### src/rtl/uart_rx_qual_pkg.sv
// Package: shared types for the qualified serial receiver.
// Assumes: a frame has one start bit, DATA_W data bits and one stop bit.
package uart_rx_qual_pkg;

    // Receiver sequencing states
    typedef enum logic [1:0] {
        ST_IDLE = 2'd0,
        ST_QUAL = 2'd1,
        ST_DATA = 2'd2,
        ST_STOP = 2'd3
    } rxq_state_t;

endpackage

### src/rtl/rxq_sync.sv
// Module: rxq_sync
// Brings an asynchronous level into the clock domain through STAGES flops.
// Assumes: the input is a slow level such as a serial line; reset value is
// the idle level IDLE_LVL.
module rxq_sync #(
    parameter int   STAGES   = 2,
    parameter logic IDLE_LVL = 1'b1
) (
    input  logic clk,
    input  logic rst_n,
    input  logic async_i,
    output logic sync_o
);

    logic [STAGES-1:0] chain_q;

    // Shift the raw level along the synchronizer chain
    always_ff @(posedge clk) begin
        if (!rst_n) begin
            chain_q <= {STAGES{IDLE_LVL}};
        end else begin
            chain_q <= {chain_q[STAGES-2:0], async_i};
        end
    end

    assign sync_o = chain_q[STAGES-1];

endmodule

### src/rtl/rxq_tick_gen.sv
// Module: rxq_tick_gen
// Free-running oversampling tick source. Gives a one-clock tick every
// div_i+1 clocks. The divider is reloaded at each tick, so a new value
// takes effect after the current period ends.
// Assumes: div_i >= 1, so ticks are at least two clocks apart.
module rxq_tick_gen #(
    parameter int DIV_W = 16
) (
    input  logic             clk,
    input  logic             rst_n,
    input  logic [DIV_W-1:0] div_i,
    output logic             tick_o
);

    logic [DIV_W-1:0] cnt_q;

    // Count down and reload from the divider, marking each reload as a tick
    always_ff @(posedge clk) begin
        if (!rst_n) begin
            cnt_q  <= '0;
            tick_o <= 1'b0;
        end else if (cnt_q == '0) begin
            cnt_q  <= div_i;
            tick_o <= 1'b1;
        end else begin
            cnt_q  <= cnt_q - 1'b1;
            tick_o <= 1'b0;
        end
    end

endmodule

### src/rtl/rxq_start_qual.sv
// Module: rxq_start_qual
// Start-bit qualifier. A start pulse opens a window of OVS ticks, and the
// module counts the low samples in it. On the last tick it gives a done
// pulse, with pass set when the count is strictly above the threshold.
// Assumes: start_i comes only while the window is closed; ticks are at
// least two clocks apart.
module rxq_start_qual #(
    parameter int OVS = 16,
    localparam int CNT_W = $clog2(OVS),
    localparam int ZC_W  = $clog2(OVS + 1)
) (
    input  logic            clk,
    input  logic            rst_n,
    input  logic            start_i,
    input  logic            tick_i,
    input  logic            line_i,
    input  logic [ZC_W-1:0] thresh_i,
    output logic            done_o,
    output logic            pass_o
);

    localparam logic [CNT_W-1:0] LAST_TICK = CNT_W'(OVS - 1);

    logic             open_q;
    logic [CNT_W-1:0] tcnt_q;
    logic [ZC_W-1:0]  zeros_q;
    logic [ZC_W-1:0]  zeros_nxt;

    // Low count including the sample taken on the current tick
    always_comb begin
        zeros_nxt = zeros_q + {{(ZC_W-1){1'b0}}, ~line_i};
    end

    // Open the window, count low samples and give the decision at its end
    always_ff @(posedge clk) begin
        if (!rst_n) begin
            open_q  <= 1'b0;
            tcnt_q  <= '0;
            zeros_q <= '0;
            done_o  <= 1'b0;
            pass_o  <= 1'b0;
        end else begin
            done_o <= 1'b0;
            if (start_i && !open_q) begin
                open_q  <= 1'b1;
                tcnt_q  <= '0;
                zeros_q <= '0;
                pass_o  <= 1'b0;
            end else if (open_q && tick_i) begin
                zeros_q <= zeros_nxt;
                if (tcnt_q == LAST_TICK) begin
                    open_q <= 1'b0;
                    tcnt_q <= '0;
                    done_o <= 1'b1;
                    pass_o <= (zeros_nxt > thresh_i);
                end else begin
                    tcnt_q <= tcnt_q + 1'b1;
                end
            end
        end
    end

endmodule

### src/rtl/rxq_frame_fsm.sv
// Module: rxq_frame_fsm
// Frame sequencer. From idle, a falling edge starts qualification. A passed
// window leads to DATA_W data bits, LSB first, each sampled mid-bit, and
// then a mid-bit stop sample that gives either a byte with a valid pulse or
// a framing-error pulse.
// Assumes: fall_i and line_i are synchronous; the qualifier's done/pass
// come one clock after its final tick.
module rxq_frame_fsm
    import uart_rx_qual_pkg::*;
#(
    parameter int DATA_W = 8,
    parameter int OVS    = 16,
    localparam int CNT_W  = $clog2(OVS),
    localparam int BIDX_W = (DATA_W > 1) ? $clog2(DATA_W) : 1
) (
    input  logic              clk,
    input  logic              rst_n,
    input  logic              tick_i,
    input  logic              line_i,
    input  logic              fall_i,
    input  logic              qual_done_i,
    input  logic              qual_pass_i,
    output logic              qual_start_o,
    output rxq_state_t        state_o,
    output logic [DATA_W-1:0] data_o,
    output logic              valid_o,
    output logic              err_o
);

    localparam logic [CNT_W-1:0]  MID_TICK  = CNT_W'(OVS / 2 - 1);
    localparam logic [CNT_W-1:0]  LAST_TICK = CNT_W'(OVS - 1);
    localparam logic [BIDX_W-1:0] LAST_BIT  = BIDX_W'(DATA_W - 1);

    rxq_state_t        state_q;
    logic [CNT_W-1:0]  tcnt_q;
    logic [BIDX_W-1:0] bidx_q;
    logic [DATA_W-1:0] shift_q;

    // Qualification begins only on an edge seen while idle
    always_comb begin
        qual_start_o = (state_q == ST_IDLE) && fall_i;
    end

    // Sequence through qualification, data bits and stop bit
    always_ff @(posedge clk) begin
        if (!rst_n) begin
            state_q <= ST_IDLE;
            tcnt_q  <= '0;
            bidx_q  <= '0;
            shift_q <= '0;
            data_o  <= '0;
            valid_o <= 1'b0;
            err_o   <= 1'b0;
        end else begin
            valid_o <= 1'b0;
            err_o   <= 1'b0;
            unique case (state_q)
                ST_IDLE: begin
                    if (qual_start_o) begin
                        state_q <= ST_QUAL;
                    end
                end
                ST_QUAL: begin
                    if (qual_done_i) begin
                        tcnt_q  <= '0;
                        bidx_q  <= '0;
                        state_q <= qual_pass_i ? ST_DATA : ST_IDLE;
                    end
                end
                ST_DATA: begin
                    if (tick_i) begin
                        if (tcnt_q == MID_TICK) begin
                            shift_q <= {line_i, shift_q[DATA_W-1:1]};
                        end
                        if (tcnt_q == LAST_TICK) begin
                            tcnt_q <= '0;
                            if (bidx_q == LAST_BIT) begin
                                state_q <= ST_STOP;
                            end else begin
                                bidx_q <= bidx_q + 1'b1;
                            end
                        end else begin
                            tcnt_q <= tcnt_q + 1'b1;
                        end
                    end
                end
                ST_STOP: begin
                    if (tick_i) begin
                        if (tcnt_q == MID_TICK) begin
                            tcnt_q  <= '0;
                            state_q <= ST_IDLE;
                            if (line_i) begin
                                data_o  <= shift_q;
                                valid_o <= 1'b1;
                            end else begin
                                err_o <= 1'b1;
                            end
                        end else begin
                            tcnt_q <= tcnt_q + 1'b1;
                        end
                    end
                end
                default: state_q <= ST_IDLE;
            endcase
        end
    end

    assign state_o = state_q;

endmodule

### src/rtl/uart_rx_qual.sv
// Module: uart_rx_qual (top)
// Qualified oversampled serial receiver: synchronizer, edge detector, tick
// generator, start qualifier and frame sequencer.
// Assumes: idle-high line; div_i >= 1; thresh_i is stable during a frame.
module uart_rx_qual
    import uart_rx_qual_pkg::*;
#(
    parameter int DATA_W = 8,
    parameter int OVS    = 16,
    parameter int DIV_W  = 16,
    localparam int ZC_W  = $clog2(OVS + 1)
) (
    input  logic              clk,
    input  logic              rst_n,
    input  logic              rx_i,
    input  logic [DIV_W-1:0]  div_i,
    input  logic [ZC_W-1:0]   thresh_i,
    output logic [DATA_W-1:0] data_o,
    output logic              valid_o,
    output logic              err_o
);

    logic       line_s;
    logic       line_d;
    logic       fall;
    logic       tick;
    logic       qual_start;
    logic       qual_done;
    logic       qual_pass;
    rxq_state_t fsm_state;

    rxq_sync #(
        .STAGES  (2),
        .IDLE_LVL(1'b1)
    ) i_sync (
        .clk    (clk),
        .rst_n  (rst_n),
        .async_i(rx_i),
        .sync_o (line_s)
    );

    // Delay the synchronized line by one clock for edge detection
    always_ff @(posedge clk) begin
        if (!rst_n) begin
            line_d <= 1'b1;
        end else begin
            line_d <= line_s;
        end
    end

    assign fall = line_d & ~line_s;

    rxq_tick_gen #(
        .DIV_W(DIV_W)
    ) i_tick (
        .clk   (clk),
        .rst_n (rst_n),
        .div_i (div_i),
        .tick_o(tick)
    );

    rxq_start_qual #(
        .OVS(OVS)
    ) i_qual (
        .clk     (clk),
        .rst_n   (rst_n),
        .start_i (qual_start),
        .tick_i  (tick),
        .line_i  (line_s),
        .thresh_i(thresh_i),
        .done_o  (qual_done),
        .pass_o  (qual_pass)
    );

    rxq_frame_fsm #(
        .DATA_W(DATA_W),
        .OVS   (OVS)
    ) i_fsm (
        .clk         (clk),
        .rst_n       (rst_n),
        .tick_i      (tick),
        .line_i      (line_s),
        .fall_i      (fall),
        .qual_done_i (qual_done),
        .qual_pass_i (qual_pass),
        .qual_start_o(qual_start),
        .state_o     (fsm_state),
        .data_o      (data_o),
        .valid_o     (valid_o),
        .err_o       (err_o)
    );

endmodule

### config.mk
export PLATFORM = sky130hd
export DESIGN_NAME = uart_rx_qual
export DESIGN_NICKNAME = d
export VERILOG_FILES = /design/src/rtl/uart_rx_qual_pkg.sv /design/src/rtl/rxq_sync.sv /design/src/rtl/rxq_tick_gen.sv /design/src/rtl/rxq_start_qual.sv /design/src/rtl/rxq_frame_fsm.sv /design/src/rtl/uart_rx_qual.sv
export SDC_FILE = /design/constraint.sdc
export NUM_CORES = 1
export LEC_CHECK = 0
export BUFFER_PORTS_ARGS = -buffer_cell sky130_fd_sc_hd__buf_2
export CORE_ASPECT_RATIO = 0.6
export CORE_MARGIN = 5
export CORE_UTILIZATION = 40
export CTS_CLUSTER_DIAMETER = 150
export DETAILED_ROUTE_END_ITERATION = 7
export PLACE_DENSITY = 0.56
export SLEW_MARGIN = 40
export SYNTH_ARGS = -nofsm -noshare
export SYNTH_HDL_FRONTEND = slang
export SYNTH_SLANG_ARGS = --single-unit
### constraint.sdc
create_clock -name clk -period 2.2 [get_ports clk]
set_input_delay 0.11 -clock clk [delete_from_list [all_inputs] [get_ports clk]]
set_output_delay 0.11 -clock clk [all_outputs]
set_load 0.01 [all_outputs]
* Yosys cells after proc, flatten, opt, wreduce, memory -nomap -nowiden *
Cells that the tools add are included.
W data, S select, Z words.

storage, ports and cells
  flip-flop bits (word level) = 59
  latch bits = 0
  bits in writable memories = 0
  ROM bits = 0
  bits of input ports = 24
  output and inout bits = 10
  word-level logic and storage cells = 90
  memories kept = 0

cells by class
  add/sub/neg operators = 5
  $mul = 0
  div/mod/pow operators = 0
  order comparisons = 1
  eq/ne operators = 15
  shift-type cells = 0
  muxes and demuxes = 29
  bitwise gates (word level) = 4
  reductions and logical operators = 20

operators with widths
  cell                     count
  $mux W4                  6
  $logic_not A16 Y1        1
  $mux W16                 1
  $mux W2                  8
  $sub A16 B1 Y16 const B  1
  $mux W3                  4
  $pmux W4 S3              1
  $reduce_and A4 Y1        3
  $ne A2 B2 Y1 const B     5
  $add A4 B1 Y4 const B    2
  $eq A4 B4 Y1 const B     2
  $pmux W2 S4              1
  $mux W1                  7
  $reduce_and A7 Y1        1
  $ne A2 B1 Y1 const B     3
  $pmux W3 S2              1
  $reduce_bool A2 Y1       3
  $add A5 B1 Y5            1
  $gt A5 B5 Y1             1
  $reduce_and A5 Y1        1
  $eq A2 B2 Y1 const B     2
  $eq A4 B3 Y1 const B     1
  $reduce_and A2 Y1        2
  $add A3 B1 Y3 const B    1
  other kinds (11)         15

* Longest topological paths before layout *
Gate-level depths: netlist of run 1.

  depth in word-level cells = 6
  mapped depth = 10
  depth with buffers taken out = 10

* Modules after synthesis *
Synthesis of run 1 repeated with hierarchy kept, for this count alone.

second synthesis, totals
  cell total of the unflattened synthesis = 318
  area, all modules = 2835.2 um2

by module, submodules not included
  module          instances  cells each  area an instance (um2)  sequential area each (um2)
  rxq_frame_fsm   1          130         1216.2                  540.5
  rxq_tick_gen    1          101         869.6                   340.3
  rxq_start_qual  1          80          664.4                   240.2
  rxq_sync        1          4           52.6                    40.0
  uart_rx_qual    1          3           32.5                    20.0

* Worst setup path after synthesis of run 1 *
No wires, ideal clock.

  kind = reg2reg
  from = register i_sync.chain_q[1]
  to = register i_qual.pass_o
  library setup time = 0.144 ns
  data arrival time = 1.748 ns
  data required time = 2.056 ns
  path slack = 0.309 ns
  stages on the path, launching flop included = 11
  path buffers = 0
  clock period less this slack = 1.891 ns
  cell sequence = dfxtp_1 -> inv_1 -> ha_1 -> ha_1 -> nand3_1 -> xnor2_1 -> ha_1 -> nand3_1 -> o2111a_1 -> o21ai_0 -> a21oi_1

between the ends
  elaborated cells on any way between the ends = 7
  classes of those cells = add/sub: 1; order compare: 1; bitwise: 2; reduce/logical: 3

RTL lines
  what                           RTL line              source
  from (decl)                    rxq_sync.sv:15        logic [STAGES-1:0] chain_q;
  from (signal assigned)         rxq_sync.sv:20        chain_q <= {STAGES{IDLE_LVL}};
  from (signal assigned)         rxq_sync.sv:22        chain_q <= {chain_q[STAGES-2:0], async_i};
  $not A1 Y1                     rxq_start_qual.sv:31  zeros_nxt = zeros_q + {{(ZC_W-1){1'b0}}, ~line_i};
  $add A5 B1 Y5                  rxq_start_qual.sv:31
  named net i_qual.zeros_nxt[4]  rxq_start_qual.sv:27  logic [ZC_W-1:0] zeros_nxt;
  $gt A5 B5 Y1                   rxq_start_qual.sv:55  pass_o <= (zeros_nxt > thresh_i);
  to (signal assigned)           rxq_start_qual.sv:55
  to (decl)                      rxq_start_qual.sv:19  output logic pass_o

The timed path passes the listed nets, and every way through them passes these cells.
A chain may end at the register's enable or synchronous reset.

* Final worst setup path of run 1 *
Ends and elaborated chain as after synthesis.

==> results.md, run 1 <==
* Outcome: complete, no violations
* Slew headroom at 59.5%
* Seq. cell area at 1180 um^2
* DR DRC count at 0
* MaxCap Viol Count at 0
* Most common cell in the netlist: dfxtp_1
* Setup_tns at 0 ns
* Drt pass-1 iters at 4
* Power per Cell Area at 1080 nW/um^2
* Worst r2r src: i_sync.chain_q[1]
* Post-DP HPWL at 4.43 mm
* Crit path launch: i_sync.chain_q[1]
* Non-filler cells, final at 468
* CTS H-tree lvls at 3
* Worst setup SP type: flop
* Kind of critical path: flop to flop
* Total die area at 9030 um^2
* Final setup viols at 0
* #FFs+latches synth at 59
* Routed len/inst at 13.1 um
* Async S/R FF share, synth at 0%
* GP Congestion at 0.820
* Hold Path Stages at 3
* CP Capture Type: flop
* Setup bufs post-CTS at 0
* Largest net degree at the start of global routing at 35
* Reg-to-reg slack, setup at 0.20 ns
* Synth Area per Inst at 8.49 um^2
* R2R cell count at 10
* Share of the synthesized area in the top cell type at 41.2%
* Skew final at 0.00365 ns
* Global-route wire length before repair at 10.2 mm
* WL final at 6.13 mm
* Fill cells at 660
* YS warnings at 0
* Placed cell count at 452
* GRT Util Overall at 14.5%
* Dominant cells by area after synthesis: dfxtp_1 41%, ha_1 7.8%, nand2_1 5.8%, a21oi_1 4.9%, xnor2_1 4.9%
* Unrepaired setup endpoints after global routing: no
* IO Pins at 34
* HP Start: div_i[9]
* Clock transition at path regs at 0.05 ns
* Slew @ Worst Pin at 0.605 ns
* Rows at 23
* Remaining antenna violation count at 0
* Largest area contributor in the netlist: dfxtp_1
* Crit path time final at 2.00 ns
* CTS tree: built
* Setup ws final at 0.203 ns
* Critical path required time at 2.41 ns
* FMAX at 0.501 GHz
* Place WS at 0.143 ns
* Commonest cells in the netlist: 59 x dfxtp_1, 44 x nand2_1, 28 x a21oi_1
* Syn Nets at 380
* Antenna violations before repair at 0
* ANT cells at 0
* Ys flop type: dfxtp_1
* EDFF count, synth at 0
* Area of the multi-input gates at 1580 um^2
* Syn Inst Count at 338
* Iter 0 DRT Violations at 112
* Fin. Hold Viols at 0
* Leak at 1.34 nW
* Crit path DAT at 2.20 ns
* VDD IR-drop max at 0.529 mV
* Die Width at 119 um
* CTS Sinks at 59
* Max-slew violation count at 0
* Layout cell share with drive strength beyond 1 at 17.3%
* Min-Delay Path Class: input pin to flop
* Cell Area, Synth at 2870 um^2
* Area growth from synthesis to layout at 20.3%
* Vias at 2394
* GRT overflow at 0
* Number of global-route vias before repair at 2164
* CTS root buf: clkbuf_16
* # port buffers at 33
* Avg Vias per Cell at 5.12
* Num CTS Buffers at 9
* Synth cell types at 46
* Max clock buf depth at 2
* Initial cell density of the core at 42.1%
* Core Region at 6820 um^2
* Nets@finish at 419
* Die height at 75.6 um
* Final Cycle Share at 90.8%
* Worst-path fanout max at 4
* Worst-skew pair later-pin latency at 0.32 ns
* Sequential share of the synthesized area at 41.2%
## metrics by stage
| step | area, um^2 | util (%) | hold slack (ns) | power [W] |
|---|---|---|---|---|
| after global placement | 3140 | 46.0 | 0.300 | 0.00238 |
| final | 3450 | 50.6 | 0.0561 | 0.00375 |
| after detailed placement | 3140 | 46.0 | 0.296 | 0.00240 |
| after CTS | 3440 | 50.5 | 0.0375 | 0.00379 |
| after global routing | 3450 | 50.6 | 0.0494 | 0.00397 |
| after floorplan | 2870 | - | 0.211 | 0.00221 |
## where the power goes
group	total, W	switching, W	internal (W)	leakage (nW)
Clock	0.00136	0.000432	0.000927	0.146
Sequential	0.00139	0.000173	0.00122	0.479
Combinational	0.00100	0.000528	0.000472	0.717
Total	0.00375	0.00113	0.00261	1.34
## critical path, cell delays in order, from the launching register on
cell	delay [ns]
dfxtp_1	0.34
inv_2	0.09
ha_1	0.17
ha_2	0.20
nand3_1	0.13
xnor2_1	0.15
ha_1	0.31
nand3_1	0.11
o2111a_1	0.25
o21ai_0	0.06
a21oi_1	0.08
## flip-flops by register name, indices dropped and copies added, names as in the netlist, 2 cells and up, named ones only
signal          count
i_sync.chain_q      2
i_tick.cnt_q       16
i_qual.zeros_q      5
i_fsm.shift_q       8
i_fsm.data_o        8
i_qual.tcnt_q       4
i_fsm.bidx_q        3
i_fsm.tcnt_q        4
## what timing repair did
action                                 4_1_cts  5_1_grt
setup endpoints to repair                    0        2
endpoints found under the hold margin        1        0
gates resized for setup                      0        4
hold buffers                                 1        0
## layer usage
layer | global-route usage (%) | up-vias | part of all wire [%]
li1 | - | 1264 | -
met1 | 21.0 | 1073 | 56
met2 | 19.1 | 48 | 37
met3 | 5.49 | 9 | 5.8
met4 | 6.47 | 0 | 1.6
met5 | 0 | - | 0
## cells in the final DEF, fill, tap and decap left out, types with 2 or more instances in the layout
master / netlist / final
buf_2: 1 / 33
and3_1: 2 / 2
mux2i_1: 3 / 3
nand2b_1: 7 / 7
xor2_1: 5 / 5
o22ai_1: 3 / 3
a211oi_1: 5 / 5
nor2_1: 21 / 21
nor3b_1: 2 / 2
nor2b_1: 4 / 4
dfxtp_1: 59 / 59
nand4_1: 3 / 3
inv_1: 13 / 12
nor4_1: 3 / 3
buf_4: 0 / 9
a21oi_1: 28 / 28
clkbuf_8: 0 / 2
nand3_1: 25 / 25
nor3_1: 8 / 8
nor4b_1: 2 / 2
o21ai_0: 19 / 19
nand4b_1: 3 / 3
or4_1: 2 / 2
xnor2_1: 16 / 16
nand2_1: 44 / 44
clkbuf_16: 0 / 9
nor4_2: 5 / 5
clkbuf_1: 11 / 2
o21ai_1: 5 / 5
a31oi_1: 2 / 2
ha_1: 18 / 17
## area by class of cell
| type | count | area share [%] |
|---|---|---|
| flip-flops and latches | 59 | 34.2 |
| inverters | 13 | 1.41 |
| multi-input cells | 251 | 45.7 |
| repair buffers | 43 | 7.03 |
| clock buffers | 13 | 7.54 |
| clock inverters | 2 | 1.01 |
| well taps | 87 | 3.15 |
## final timing paths
check | endpoint
worst max-delay path | i_qual.pass_o
worst min-delay path | i_tick.cnt_q[9]
worst max register to register | i_qual.pass_o
worst min register to register | i_sync.chain_q[1]
## kinds of logic (layout without fill, tap and decap cells)
| kind of cell | after synthesis | in the layout | synth area share, % |
|---|---|---|---|
| multiplexers | 3 | 3 | 1.05 |
| flip-flops | 59 | 59 | 41.2 |
| buffers and inverters | 28 | 71 | 4.23 |
| AND/OR/NAND/NOR | 140 | 140 | 25.7 |
| AO/OA/AOI/OAI | 69 | 69 | 13.6 |
| XOR/XNOR | 21 | 21 | 6.41 |
| adder cells (fa/ha/maj) | 18 | 18 | 7.85 |
(Power assumes the default switching activity.)
==> inputs of run 2 (changes only) <==
--- a/config.mk
+++ b/config.mk
@@ -11,6 +11,7 @@
 export CORE_UTILIZATION = 40
 export CTS_CLUSTER_DIAMETER = 150
 export DETAILED_ROUTE_END_ITERATION = 7
+export MAX_ROUTING_LAYER = met4
 export PLACE_DENSITY = 0.56
 export SLEW_MARGIN = 40
 export SYNTH_ARGS = -nofsm -noshare
==> results.md, run 2 (synthesis gave the netlist of run 1 again) <==
* Outcome: complete, no violations
* CP Capture Type: flop
* IO Pins at 34 (unchanged)
* Max FFs per register at 16 (unchanged)
* Antenna violations before repair at 0 (unchanged)
* Area of the multi-input gates at 1580 um^2 (unchanged)
* Global-route wire length before repair at 10.3 mm (+0.20%)
* Max clock buf depth at 2 (unchanged)
* Crit path DAT at 2.21 ns (about the same)
* Final setup viols at 0 (unchanged)
* Most frequent cells in the layout: 59 x dfxtp_1, 44 x nand2_1, 33 x buf_2
* Unrepaired setup endpoints after global routing: no
* Power per Cell Area at 1080 nW/um^2 (about the same)
* Leak at 1.34 nW (unchanged)
* Largest net degree at the start of global routing at 35 (unchanged)
* Crit path time final at 2.00 ns (+0.00710 ns)
* VDD IR-drop max at 0.527 mV (-0.53%)
* Drt pass-1 iters at 4 (unchanged)
* GRT overflow at 0 (unchanged)
* Seq. cell area at 1180 um^2 (unchanged)
* Iter 0 DRT Violations at 94 (-16%)
* Core Region at 6820 um^2 (unchanged)
* Post-DP HPWL at 4.43 mm (unchanged)
* Die height at 75.6 um (unchanged)
* Worst-skew pair later-pin latency at 0.32 ns (about the same)
* Clock transition at path regs at 0.05 ns (about the same)
* Avg Vias per Cell at 5.11 (about the same)
* Num CTS Buffers at 9 (unchanged)
* Critical path required time at 2.40 ns (about the same)
* CTS H-tree lvls at 3 (unchanged)
* FMAX at 0.499 GHz (-0.35%)
* # port buffers at 33 (unchanged)
* Post-Place Cell Area at 3140 um^2 (unchanged)
* Initial cell density of the core at 42.1% (unchanged)
* WL final at 6.15 mm (+0.33%)
* Number of global-route vias before repair at 2168 (+0.18%)
* CTS root buf: clkbuf_16
* Fill cells at 660 (unchanged)
* Min-Delay Path Class: input pin to flop
* Largest Register: i_tick.cnt_q
* Max-slew violation count at 0 (unchanged)
* Total die area at 9030 um^2 (unchanged)
* GRT Util Overall at 15.1% (+0.52 points)
* Biggest regs: i_tick.cnt_q (16), i_fsm.data_o (8), i_fsm.shift_q (8)
* MaxCap Viol Count at 0 (unchanged)
* Final Cell Area at 3450 um^2 (unchanged)
* DR DRC count at 0 (unchanged)
* Fin. Hold Viols at 0 (unchanged)
* Slew @ Worst Pin at 0.585 ns (-0.0205 ns)
* CTS Sinks at 59 (unchanged)
* Routed len/inst at 13.1 um (+0.33%)
* Area growth from synthesis to layout at 20.3% (unchanged)
* Slew headroom at 60.8% (+1.4 points)
* Vias at 2392 (-0.084%)
* Leading cell type in the layout, fill and taps excluded: dfxtp_1
* ANT cells at 0 (unchanged)
* Die Width at 119 um (unchanged)
* Setup_tns at 0 ns (unchanged)
* Nets@finish at 419 (unchanged)
* Final Cycle Share at 91.1% (+0.32 points)
* Kind of critical path: flop to flop
* Worst setup SP type: flop
* Rows at 23 (unchanged)
* Worst-path fanout max at 4 (unchanged)
* Layout cell share with drive strength beyond 1 at 17.3% (unchanged)
* Skew final at 0.00356 ns (-0.0000882 ns)
* Setup bufs post-CTS at 0 (unchanged)
* GP Congestion at 0.832 (+1.5%)
* Remaining antenna violation count at 0 (unchanged)
* CTS tree: built
[run 2: worst paths after layout]
check / cells after the start / start / endpoint / slack (ns)
max: 10 / i_sync.chain_q[1] / i_qual.pass_o / 0.20
min: 3 / div_i[9] / i_tick.cnt_q[9] / 0.06
max reg2reg: 10 / i_sync.chain_q[1] / i_qual.pass_o / 0.20
min reg2reg: 1 / i_sync.chain_q[0] / i_sync.chain_q[1] / 0.41
[run 2: cell type report]
type / instances / area share [%]
Clock inverter: 2 / 1.01
Multi-Input combinational cell: 251 / 45.7
Clock buffer: 13 / 7.54
Timing Repair Buffer: 43 / 7.03
Sequential cell: 59 / 34.2
Tap cell: 87 / 3.15
Inverter: 13 / 1.41
[run 2: where the power goes]
part / leakage (nW) / internal (W) / total, W / switching [W]
Combinational: 0.717 / 0.000472 / 0.00100 / 0.000528
Clock: 0.146 / 0.000927 / 0.00136 / 0.000430
Sequential: 0.479 / 0.00122 / 0.00139 / 0.000173
Total: 1.34 / 0.00261 / 0.00374 / 0.00113
[run 2: through the flow]
stage | power [W] | setup WS (ns) | instances | hold slack, ns | util, %
finish | 0.00374 | 0.196 | 468 | 0.0557 | 50.6
global route | 0.00398 | 0.00307 | 468 | 0.0469 | 50.6
CTS | 0.00379 | 0.126 | 468 | 0.0375 | 50.5
detailed placement | 0.00240 | 0.143 | 452 | 0.296 | 46.0
global placement | 0.00238 | 0.183 | 452 | 0.300 | 46.0
floorplan | 0.00221 | 0.309 | 338 | 0.211 | -
[run 2: layer usage]
layer	share of wire (%)	global-route usage, %	up-vias
met5	0	-	-
met4	1.3	5.71	0
met3	6.1	6.08	7
met2	37	19.1	51
met1	55	21.0	1069
li1	-	-	1265
[run 2: worst max-delay path, cell delays in order, from the launching register on]
cell and delay (ns):
dfxtp_1 0.34, inv_2 0.09, ha_1 0.17, ha_2 0.20, nand3_1 0.13, xnor2_1 0.15, ha_1 0.31, nand3_1 0.11
o2111a_1 0.25, o21ai_0 0.06, a21oi_1 0.08
[run 2: what timing repair did]
action / CTS / global route
hold buffers: 1 / 0
hold endpoints to repair: 1 / 0
gates resized for setup: 0 / 4
endpoints found under the setup margin: 0 / 2
==> inputs of run 3 (changes only) <==
==> constraint.sdc (replaced) <==
create_clock -name clk -period 2.4 [get_ports clk]
set_input_delay 0.12 -clock clk [delete_from_list [all_inputs] [get_ports clk]]
set_output_delay 0.12 -clock clk [all_outputs]
set_load 0.01 [all_outputs]
==> results.md, run 3 (synthesis gave the netlist of run 1 again) <==
* Skew final at 0.00512 ns (+0.00156 ns)
* Iter 0 DRT Violations at 101 (+7.4%)
* GRT Util Overall at 15.4% (+0.28 points)
* Total die area at 9030 um^2 (unchanged)
* MaxCap Viol Count at 0 (unchanged)
* CP Capture Type: flop
* Crit path time final at 2.05 ns (+0.0422 ns)
* Antenna violations before repair at 0 (unchanged)
* FMAX at 0.489 GHz (-2.1%)
* Worst-skew pair later-pin latency at 0.31 ns (about the same)
* Worst setup SP type: flop
* Remaining antenna violation count at 0 (unchanged)
* Post-layout util at 49.7% (-0.90 points)
* Most frequent cells in the layout: 59 x dfxtp_1, 44 x nand2_1, 33 x buf_2
* Place WS at 0.351 ns (+0.208 ns)
* VDD IR-drop max at 0.296 mV (-44%)
* Vias at 2346 (-1.9%)
* DR DRC count at 0 (unchanged)
* CTS H-tree lvls at 3 (unchanged)
* Slew headroom at 63.1% (+2.3 points)
* Avg Vias per Cell at 5.07 (-0.86%)
* Final Cycle Share at 85.3% (-5.8 points)
* Leading cell type in the layout, fill and taps excluded: dfxtp_1
* Slew @ Worst Pin at 0.552 ns (-0.0329 ns)
* Min-Delay Path Class: input pin to flop
* CP dominant cell by count: ha_1
* IO Pins at 34 (unchanged)
* Setup ws final at 0.353 ns (+0.158 ns)
* Gate power share at 27.7% (+1.0 points)
* Leak at 1.32 nW (-2.0%)
* ANT cells at 0 (unchanged)
* Crit path largest cell delay at 0.33 ns (about the same)
* Critical path required time at 2.60 ns (+0.20 ns)
* Final Power at 0.00329 W (-12%)
* Reg power frac at 38.8% (+1.7 points)
* Largest Register: i_tick.cnt_q
* Routed len/inst at 13.0 um (-1.1%)
* Initial cell density of the core at 42.1% (unchanged)
* Max FFs per register at 16 (unchanged)
* Setup_tns at 0 ns (unchanged)
* Unrepaired setup endpoints after global routing: no
* Drt pass-1 iters at 5 (+1)
* Nets@finish at 417 (-0.48%)
* Global-route wire length before repair at 10.5 mm (+2.7%)
* Die height at 75.6 um (unchanged)
* Max-slew violation count at 0 (unchanged)
* Biggest regs: i_tick.cnt_q (16), i_fsm.data_o (8), i_fsm.shift_q (8)
* GP Congestion at 0.785 (-5.7%)
* Worst path cell trace: inv_1 > ha_1 > ha_1 > nand3_1 > xnor2_1 > ha_1 > nand3_1 > o2111a_1 > o21ai_0 > a21oi_1
* Fin. Hold Viols at 0 (unchanged)
* Power per Cell Area at 969 nW/um^2 (-11%)
* Kind of critical path: flop to flop
* Layout cell share with drive strength beyond 1 at 15.7% (-1.6 points)
* Final setup viols at 0 (unchanged)
* Worst-path fanout max at 4 (unchanged)
* Number of global-route vias before repair at 2125 (-2.0%)
* Sw frac at 31.1% (+0.87 points)
* Core Region at 6820 um^2 (unchanged)
* Clock transition at path regs at 0.05 ns (about the same)
* CTS tree: built
* CTS root buf: clkbuf_16
* Rows at 23 (unchanged)
* Clock network power share at 33.5% (-2.7 points)
* Outcome: complete, no violations
* CTS Sinks at 59 (unchanged)
* Pint at 0.00226 W (-13%)
* Net Switching at 0.00102 W (-9.7%)
* # port buffers at 33 (unchanged)
* Num CTS Buffers at 9 (unchanged)
* GRT overflow at 0 (unchanged)
* Max clock buf depth at 2 (unchanged)
* Slowest stage cell, crit path: dfxtp_1
* Largest net degree at the start of global routing at 43 (+23%)
* Area growth from synthesis to layout at 18.2%
* Post-DP HPWL at 4.43 mm (about the same)
* Crit path DAT at 2.25 ns (+0.04 ns)
* Die Width at 119 um (unchanged)
* WL final at 6.02 mm (-2.1%)
run 3: cell type report:
cell class              instances  area (um^2)
inverters                      13         48.8
flip-flops and latches         59         1180
fillers                       659         3430
repair buffers                 41          228
well taps                      87          109
multi-input cells             251         1570
clock buffers                  12          256
run 3: power groups by stage:
stage | sequential [W] | clock (W) | combinational (W)
floorplan | 0.00125 | 0 | 0.000774
global placement | 0.00128 | 0 | 0.000893
finish | 0.00127 | 0.00110 | 0.000910
global route | 0.00129 | 0.00118 | 0.00102
detailed placement | 0.00129 | 0 | 0.000909
CTS | 0.00127 | 0.00114 | 0.000915
run 3: metrics by stage:
stage | area, um^2 | hold slack [ns] | std cells
after floorplan | 2870 | 0.221 | 338
after global placement | 3120 | 0.321 | 450
after detailed placement | 3120 | 0.319 | 450
after CTS | 3390 | 0.0673 | 463
after global routing | 3390 | 0.0933 | 463
final | 3390 | 0.0822 | 463
run 3: repair_timing:
item,4_1_cts,5_1_grt
hold buffers,1,0
resized for setup,0,0
buffers inserted,0,0
endpoints found under the hold margin,1,0
run 3: worst max-delay path, delay by kind of cell, from the launching register on:
kind	cells	cell delay (ns)
AOI/OAI and AO/OA	3	0.39
xor gates and xnor gates	1	0.16
adders and majority gates	3	0.69
buffers and inverters	1	0.12
DFF	1	0.33
and+or+nand+nor	2	0.24
run 3: final timing paths:
| kind | end | depth (start not counted) | slack, ns | start |
|---|---|---|---|---|
| worst max-delay path | i_qual.pass_o | 10 | 0.35 | i_sync.chain_q[1] |
| worst min-delay path | i_tick.cnt_q[9] | 3 | 0.08 | div_i[9] |
| worst max register to register | i_qual.pass_o | 10 | 0.35 | i_sync.chain_q[1] |
| worst min register to register | i_sync.chain_q[1] | 1 | 0.40 | i_sync.chain_q[0] |
run 3: routing by layer:
metal  share of wire, %  up-vias  GRT usage, %  wire length, um
li1                   -     1264             -                -
met1                 57     1031          22.3             3410
met2                 38       47          19.3             2270
met3                5.0        4          5.27              301
met4               0.61        0          5.20               37
met5                  0        -             -                0
